==> config.mk <==
export PLATFORM = sky130hd
export DESIGN_NAME = wake_src_ctrl
export DESIGN_NICKNAME = d
export VERILOG_FILES = /design/src/rtl/wake_pkg.sv /design/src/rtl/wake_sync.sv /design/src/rtl/wake_timer.sv /design/src/rtl/wake_flags.sv /design/src/rtl/wake_src_ctrl.sv
export SDC_FILE = /design/constraint.sdc
export NUM_CORES = 1
export LEC_CHECK = 0
export BUFFER_PORTS_ARGS = -buffer_cell sky130_fd_sc_hd__buf_2
export CAP_MARGIN = 20
export CORE_ASPECT_RATIO = 0.7
export CORE_MARGIN = 2
export CORE_UTILIZATION = 60
export DETAILED_ROUTE_END_ITERATION = 8
export GPL_TIMING_DRIVEN = 1
export PLACE_DENSITY = 0.93
export SETUP_SLACK_MARGIN = 0.2
export SLEW_MARGIN = 40
export SYNTH_ARGS = -nofsm -noshare
export SYNTH_HDL_FRONTEND = slang
export SYNTH_SLANG_ARGS = --single-unit
==> constraint.sdc <==
create_clock -name clk -period 3.9 [get_ports clk]
set_input_delay 0.975 -clock clk [delete_from_list [all_inputs] [get_ports clk]]
set_output_delay 0.975 -clock clk [all_outputs]
set_load 0.02 [all_outputs]
==> src/rtl/wake_pkg.sv <==
package wake_pkg;
  localparam int NSRC    = 5;
  localparam int NGP     = 3;
  localparam int NFLAG   = 7;
  localparam int FLG_TMR = 5;
  localparam int FLG_RST = 6;
  localparam int CTL_ARM = 5;

  localparam logic [1:0] A_CTRL   = 2'd0;
  localparam logic [1:0] A_RELOAD = 2'd1;
  localparam logic [1:0] A_FLAGS  = 2'd2;
  localparam logic [1:0] A_COUNT  = 2'd3;

  // 1 marks an edge-triggered source, 0 a level-triggered one
  localparam logic [NSRC-1:0] EDGE_SRC = 5'b10001;

  function automatic logic src_event(input logic is_edge, input logic lvl, input logic rise);
    return is_edge ? rise : lvl;
  endfunction
endpackage

==> src/rtl/wake_sync.sv <==
module wake_sync #(
  parameter int N      = 5,
  parameter int STAGES = 2
) (
  input  logic         clk,
  input  logic         rst_n,
  input  logic [N-1:0] pin_in,
  output logic [N-1:0] lvl,
  output logic [N-1:0] rise
);
  logic [N-1:0] stg [STAGES];
  logic [N-1:0] prev_q;

  always_ff @(posedge clk or negedge rst_n) begin
    if (!rst_n) begin
      for (int s = 0; s < STAGES; s++) stg[s] <= '0;
      prev_q <= '0;
    end else begin
      stg[0] <= pin_in;
      for (int s = 1; s < STAGES; s++) stg[s] <= stg[s-1];
      prev_q <= stg[STAGES-1];
    end
  end

  assign lvl  = stg[STAGES-1];
  assign rise = stg[STAGES-1] & ~prev_q;
endmodule

==> src/rtl/wake_timer.sv <==
module wake_timer #(
  parameter int W = 16
) (
  input  logic         clk,
  input  logic         rst_n,
  input  logic         arm_load,
  input  logic         disarm,
  input  logic [W-1:0] reload,
  input  logic         run,
  input  logic         tick,
  output logic [W-1:0] count,
  output logic         armed,
  output logic         fire
);
  function automatic logic [W-1:0] step_down(input logic [W-1:0] c);
    return (c == '0) ? c : c - 1'b1;
  endfunction

  assign fire = armed && run && (count == '0) && !arm_load;

  always_ff @(posedge clk or negedge rst_n) begin
    if (!rst_n) begin
      count <= '0;
      armed <= 1'b0;
    end else if (arm_load) begin
      count <= reload;
      armed <= 1'b1;
    end else if (disarm || fire) begin
      armed <= 1'b0;
    end else if (armed && run && tick) begin
      count <= step_down(count);
    end
  end
endmodule

==> src/rtl/wake_flags.sv <==
module wake_flags
  import wake_pkg::*;
(
  input  logic             clk,
  input  logic             rst_n,
  input  logic [NSRC-1:0]  lvl,
  input  logic [NSRC-1:0]  rise,
  input  logic [NSRC-1:0]  eff_en,
  input  logic             tmr_fire,
  input  logic             ext_rst_req,
  input  logic [NFLAG-1:0] clr_mask,
  input  logic             lowpower,
  output logic [NFLAG-1:0] flags_q,
  output logic [NFLAG-1:0] new_set,
  output logic             wake_pulse
);
  logic [NSRC-1:0]  src_hit;
  logic [NFLAG-1:0] set_cond;
  logic [NFLAG-1:0] flags_d;

  for (genvar i = 0; i < NSRC; i++) begin : g_src
    assign src_hit[i] = eff_en[i] & src_event(EDGE_SRC[i], lvl[i], rise[i]);
  end

  assign set_cond = {ext_rst_req, tmr_fire, src_hit};
  assign new_set  = set_cond & ~flags_q;

  always_comb begin
    for (int i = 0; i < NFLAG; i++) begin
      if (i < NSRC && !eff_en[i]) flags_d[i] = 1'b0;
      else flags_d[i] = set_cond[i] | (flags_q[i] & ~clr_mask[i]);
    end
  end

  always_ff @(posedge clk or negedge rst_n) begin
    if (!rst_n) begin
      flags_q    <= '0;
      wake_pulse <= 1'b0;
    end else begin
      flags_q    <= flags_d;
      wake_pulse <= lowpower && (|new_set[FLG_TMR:0]);
    end
  end
endmodule

==> src/rtl/wake_src_ctrl.sv <==
module wake_src_ctrl
  import wake_pkg::*;
#(
  parameter int TMR_W       = 16,
  parameter int SYNC_STAGES = 2
) (
  input  logic             clk,
  input  logic             rst_n,
  input  logic             wr_en,
  input  logic [1:0]       wr_addr,
  input  logic [TMR_W-1:0] wr_data,
  input  logic [1:0]       rd_addr,
  output logic [TMR_W-1:0] rd_data,
  input  logic             pin_gp_a,
  input  logic             pin_gp_b,
  input  logic             pin_gp_c,
  input  logic             pin_button,
  input  logic             pin_rx,
  input  logic [NGP-1:0]   gp_is_input,
  input  logic             sleep_req,
  input  logic             display_req,
  input  logic             tick,
  input  logic             ext_rst_req,
  output logic             wake_pulse
);
  logic [NSRC-1:0]  ctrl_en;
  logic [TMR_W-1:0] reload_q;
  logic [NSRC-1:0]  pins, lvl, rise, eff_en;
  logic [NFLAG-1:0] flags_q, new_set, clr_mask;
  logic [TMR_W-1:0] count;
  logic             armed, tmr_fire, arm_load, disarm, lowpower, wr_ctrl;

  assign pins     = {pin_rx, pin_button, pin_gp_c, pin_gp_b, pin_gp_a};
  assign eff_en   = ctrl_en & {{(NSRC-NGP){1'b1}}, gp_is_input};
  assign lowpower = sleep_req | display_req;
  assign wr_ctrl  = wr_en && (wr_addr == A_CTRL);
  assign arm_load = wr_ctrl && wr_data[CTL_ARM];
  assign disarm   = wr_ctrl && !wr_data[CTL_ARM];
  assign clr_mask = (wr_en && wr_addr == A_FLAGS) ? wr_data[NFLAG-1:0] : '0;

  always_ff @(posedge clk or negedge rst_n) begin
    if (!rst_n) begin
      ctrl_en  <= '0;
      reload_q <= '0;
    end else if (wr_en) begin
      if (wr_addr == A_CTRL)   ctrl_en  <= wr_data[NSRC-1:0];
      if (wr_addr == A_RELOAD) reload_q <= wr_data;
    end
  end

  wake_sync #(.N(NSRC), .STAGES(SYNC_STAGES)) u_sync (
    .clk(clk), .rst_n(rst_n), .pin_in(pins), .lvl(lvl), .rise(rise)
  );

  wake_timer #(.W(TMR_W)) u_tmr (
    .clk(clk), .rst_n(rst_n), .arm_load(arm_load), .disarm(disarm),
    .reload(reload_q), .run(lowpower), .tick(tick),
    .count(count), .armed(armed), .fire(tmr_fire)
  );

  wake_flags u_flags (
    .clk(clk), .rst_n(rst_n), .lvl(lvl), .rise(rise), .eff_en(eff_en),
    .tmr_fire(tmr_fire), .ext_rst_req(ext_rst_req), .clr_mask(clr_mask),
    .lowpower(lowpower), .flags_q(flags_q), .new_set(new_set),
    .wake_pulse(wake_pulse)
  );

  always_comb begin
    rd_data = '0;
    unique case (rd_addr)
      A_CTRL:   rd_data[CTL_ARM:0]   = {armed, ctrl_en};
      A_RELOAD: rd_data              = reload_q;
      A_FLAGS:  rd_data[NFLAG-1:0]   = flags_q;
      default:  rd_data              = count;
    endcase
  end
endmodule

==> impl_results.md <==
* Filler cell count at approximately 360
* Post-route ant nets at 0
* Final worst setup slack at 0.874 ns
* CTS tree: built
* R2R setup slack at 1.60 ns
* Clk slew on worst S/H paths at roughly 0.060 ns
* Sequential cell area at 1450 µm²
* VDD IR-drop max at between 0.0003 and 0.0004 V
* TritonRoute pass-1 iters at 5
* Tmin final at 3.03 ns
* Ys flop type: dfrtp_1
* Share of layout cells above drive strength 1 at 29.0%
* Remaining DRCs at 0
* Pin count of the biggest net entering global routing at 31
* Pwr Density at roughly 570 nW/µm²
* Post-CTS setup buffer count at 0
* GPL Wtd Cong at between 0.8 and 0.9
* Critical Path Start Type: primary input
* Post-layout nets at 370
* Worst Path Required at 2.92 ns
* Placed wire-length estimate at around 5200 µm
* Tot GR Track Use at 29.1%
* Initial antenna violation count at 0
* Crit end category: output pin
* Unrepaired setup endpoints after global routing: no
* Worst-case hold path end point: u_sync.lvl[4]
* H-tree levels at 3
* Cells after Synth at about 280
* Final Setup Violations at 0
* Drt wl/cell at ~18 µm
* Drt initial violations at between 200 and 300
* Multi-input logic area at 1470 µm²
* Post-layout util at roughly 73%
* Gr ovfl total at 0
* Post-route setup TNS at 0 ns
* Vias in the first global route at ~2,400
* Slew @ Worst Pin at 0.736 ns
* CP Cell Sequence: buf_2 > mux4_2 > buf_2
* Clk_skew at between 0.006 and 0.007 ns
* Tot Pwr at about 0.002 W
* Diode count at 0
* P_leak at roughly 1.6 nW
* Post-synth EDFFs at 0
* Hold path start: u_sync.stg[9]
* Core area at approximately 4800 µm²
* Commonest non-fill, non-tap cell in the layout: dfrtp_1
* Crit share post-route at 77.6%
* Routed vias at approximately 2,500
* Worst path most repeated cell: buf_2
* Mapped Nets at between 300 and 400
* Slew Limit Fails at 0
* Post-cts hold buffer count at 0
* Worst EP arrival at between 2 and 2.5 ns
* Synth area leaders: dfrtp_1 48%, mux2_2 6.7%, nand2_1 6.6%, mux4_2 4.5%, mux2i_1 4.3%
* Max cap viols at 0
* Status: finished, final reports clean
* Total wire length at ~7300 µm
* Die X at about 89 µm
* Worst Hold Class: flip-flop to flip-flop
* Placement Setup Slack at roughly 0.86 ns
* Number of library cell types mapped by synthesis at 48
* Port bufs at 51
* Starting Density at 62.5%
* Syn. warnings at 0
* Yosys top cell by area: dfrtp_1
* Hold Crit Depth at 0
* First-pass GRT wire length at 12,000 µm
* Hold Slack at approximately 0.35 ns
* Seq/Total Area, Yosys at 48.3%
* Max-slew headroom at between 50% and 60%
* Inserted Clock Buffers at 9
* CP max stage delay at ~0.57 ns
* Synthesis-to-layout area growth at 16.3%
* CP Max Fanout at 17
* Worst r2r path cells at 4
* Yosys reg bits at 58
* Sink Count at 58
* Commonest non-fill, non-tap cells in the layout: 58 x dfrtp_1, 53 x nand2_1, 51 x buf_2
* Clock buffer depth at 2
* Worst R2R End: u_tmr.count[4]
* # rows at 21
* Io pins at 52
* Highest Clock Rate at between 0.3 and 0.4 GHz
* Post-synth ARST share at 100%
* Final hold vios at 0
* CP max-delay cell: mux4_2
* Synth Cell Area at roughly 3000 µm²
* Vias per inst at around 6.1
* CTS resizes at 0
* Root Driver: clkbuf_8
* Syn_area_per_cell at about 11 µm²
* Die Y-Extent at between 60 and 70 µm
* Clock latency on the worst-skew pair at about 0.34 ns
* Worst Setup Path Type: primary input to output pin
* Post-synth top area share at between 40% and 50%
* Reg-to-reg startpoint: u_tmr.count[12]
* Die area at about 5600 µm²
[worst max-delay path: cells and delay by family]
kind                   cells  cell delay, ns
muxes                      1            0.57
buffers and inverters      2            0.50
[synthesized netlist by cell type (3+ instances only)]
| master | instances |
|---|---|
| a21oi_1 | 6 |
| clkbuf_1 | 10 |
| nand2_1 | 53 |
| nor2b_1 | 13 |
| nor2_1 | 9 |
| or4_1 | 5 |
| mux2_2 | 18 |
| mux2i_1 | 13 |
| dfrtp_1 | 58 |
| nand4_1 | 13 |
| buf_2 | 5 |
| mux4_2 | 6 |
| inv_1 | 4 |
| nor4_1 | 3 |
| nor3_1 | 6 |
| nand3b_1 | 4 |
| o211ai_1 | 12 |
| a31oi_1 | 5 |
| nor3b_1 | 4 |
[cell families after synthesis]
kind of cell	after synthesis	share of synthesized area [%]
simple gates	127	23.3
fa+ha+maj	2	0.832
buf+inv	21	3.20
mux	37	15.6
flops	58	48.3
xor+xnor	1	0.291
compound gates	37	8.57
[power by group]
part	total [W]	switching [W]	internal, W
Clock	0.000514	0.000233	0.000281
Combinational	0.000550	0.000297	0.000253
Sequential	0.000914	0.000182	0.000732
[layout make-up]
type / count / share of cell area, %
Sequential cell: 58 / 41.5
Tap cell: 69 / 2.47
Clock buffer: 14 / 4.94
Clock inverter: 2 / 0.286
Timing Repair Buffer: 56 / 8.48
Multi-Input combinational cell: 204 / 41.9
Inverter: 4 / 0.429
[state kept, by name (all words and copies together), names as in the netlist, 2 cells and up]
register,cells
u_sync.prev_q,2
u_sync.stg,5
u_sync.lvl,5
ctrl_en,5
u_flags.flags_q,7
u_tmr.count,16
reload_q,16
[worst max path at each step]
stage	end	from	slack, ns	cells after the start
floorplan	rd_data[6]	rd_addr[0]	0.83	4
global placement	rd_data[1]	rd_addr[0]	0.89	3
detailed placement	rd_data[1]	rd_addr[0]	0.86	3
CTS	rd_data[1]	rd_addr[0]	0.85	3
global route	rd_data[1]	rd_addr[0]	0.82	3
finish	rd_data[1]	rd_addr[0]	0.87	3
[stage by stage]
step / cell area [µm²] / instances
after floorplan: 3010 / 283
after global placement: 3300 / 390
after detailed placement: 3310 / 391
after CTS: 3500 / 407
after global routing: 3500 / 407
final: 3500 / 407
[layer usage]
layer  up-vias  track usage (%)  part of all wire (%)
li1       1135                -                     -
met1      1210             40.3                    43
met2       119             41.9                    45
met3        13             11.1                   9.6
met4         0             10.2                   1.5
met5         -                0                     0
Power figures use the tool's default switching activity.
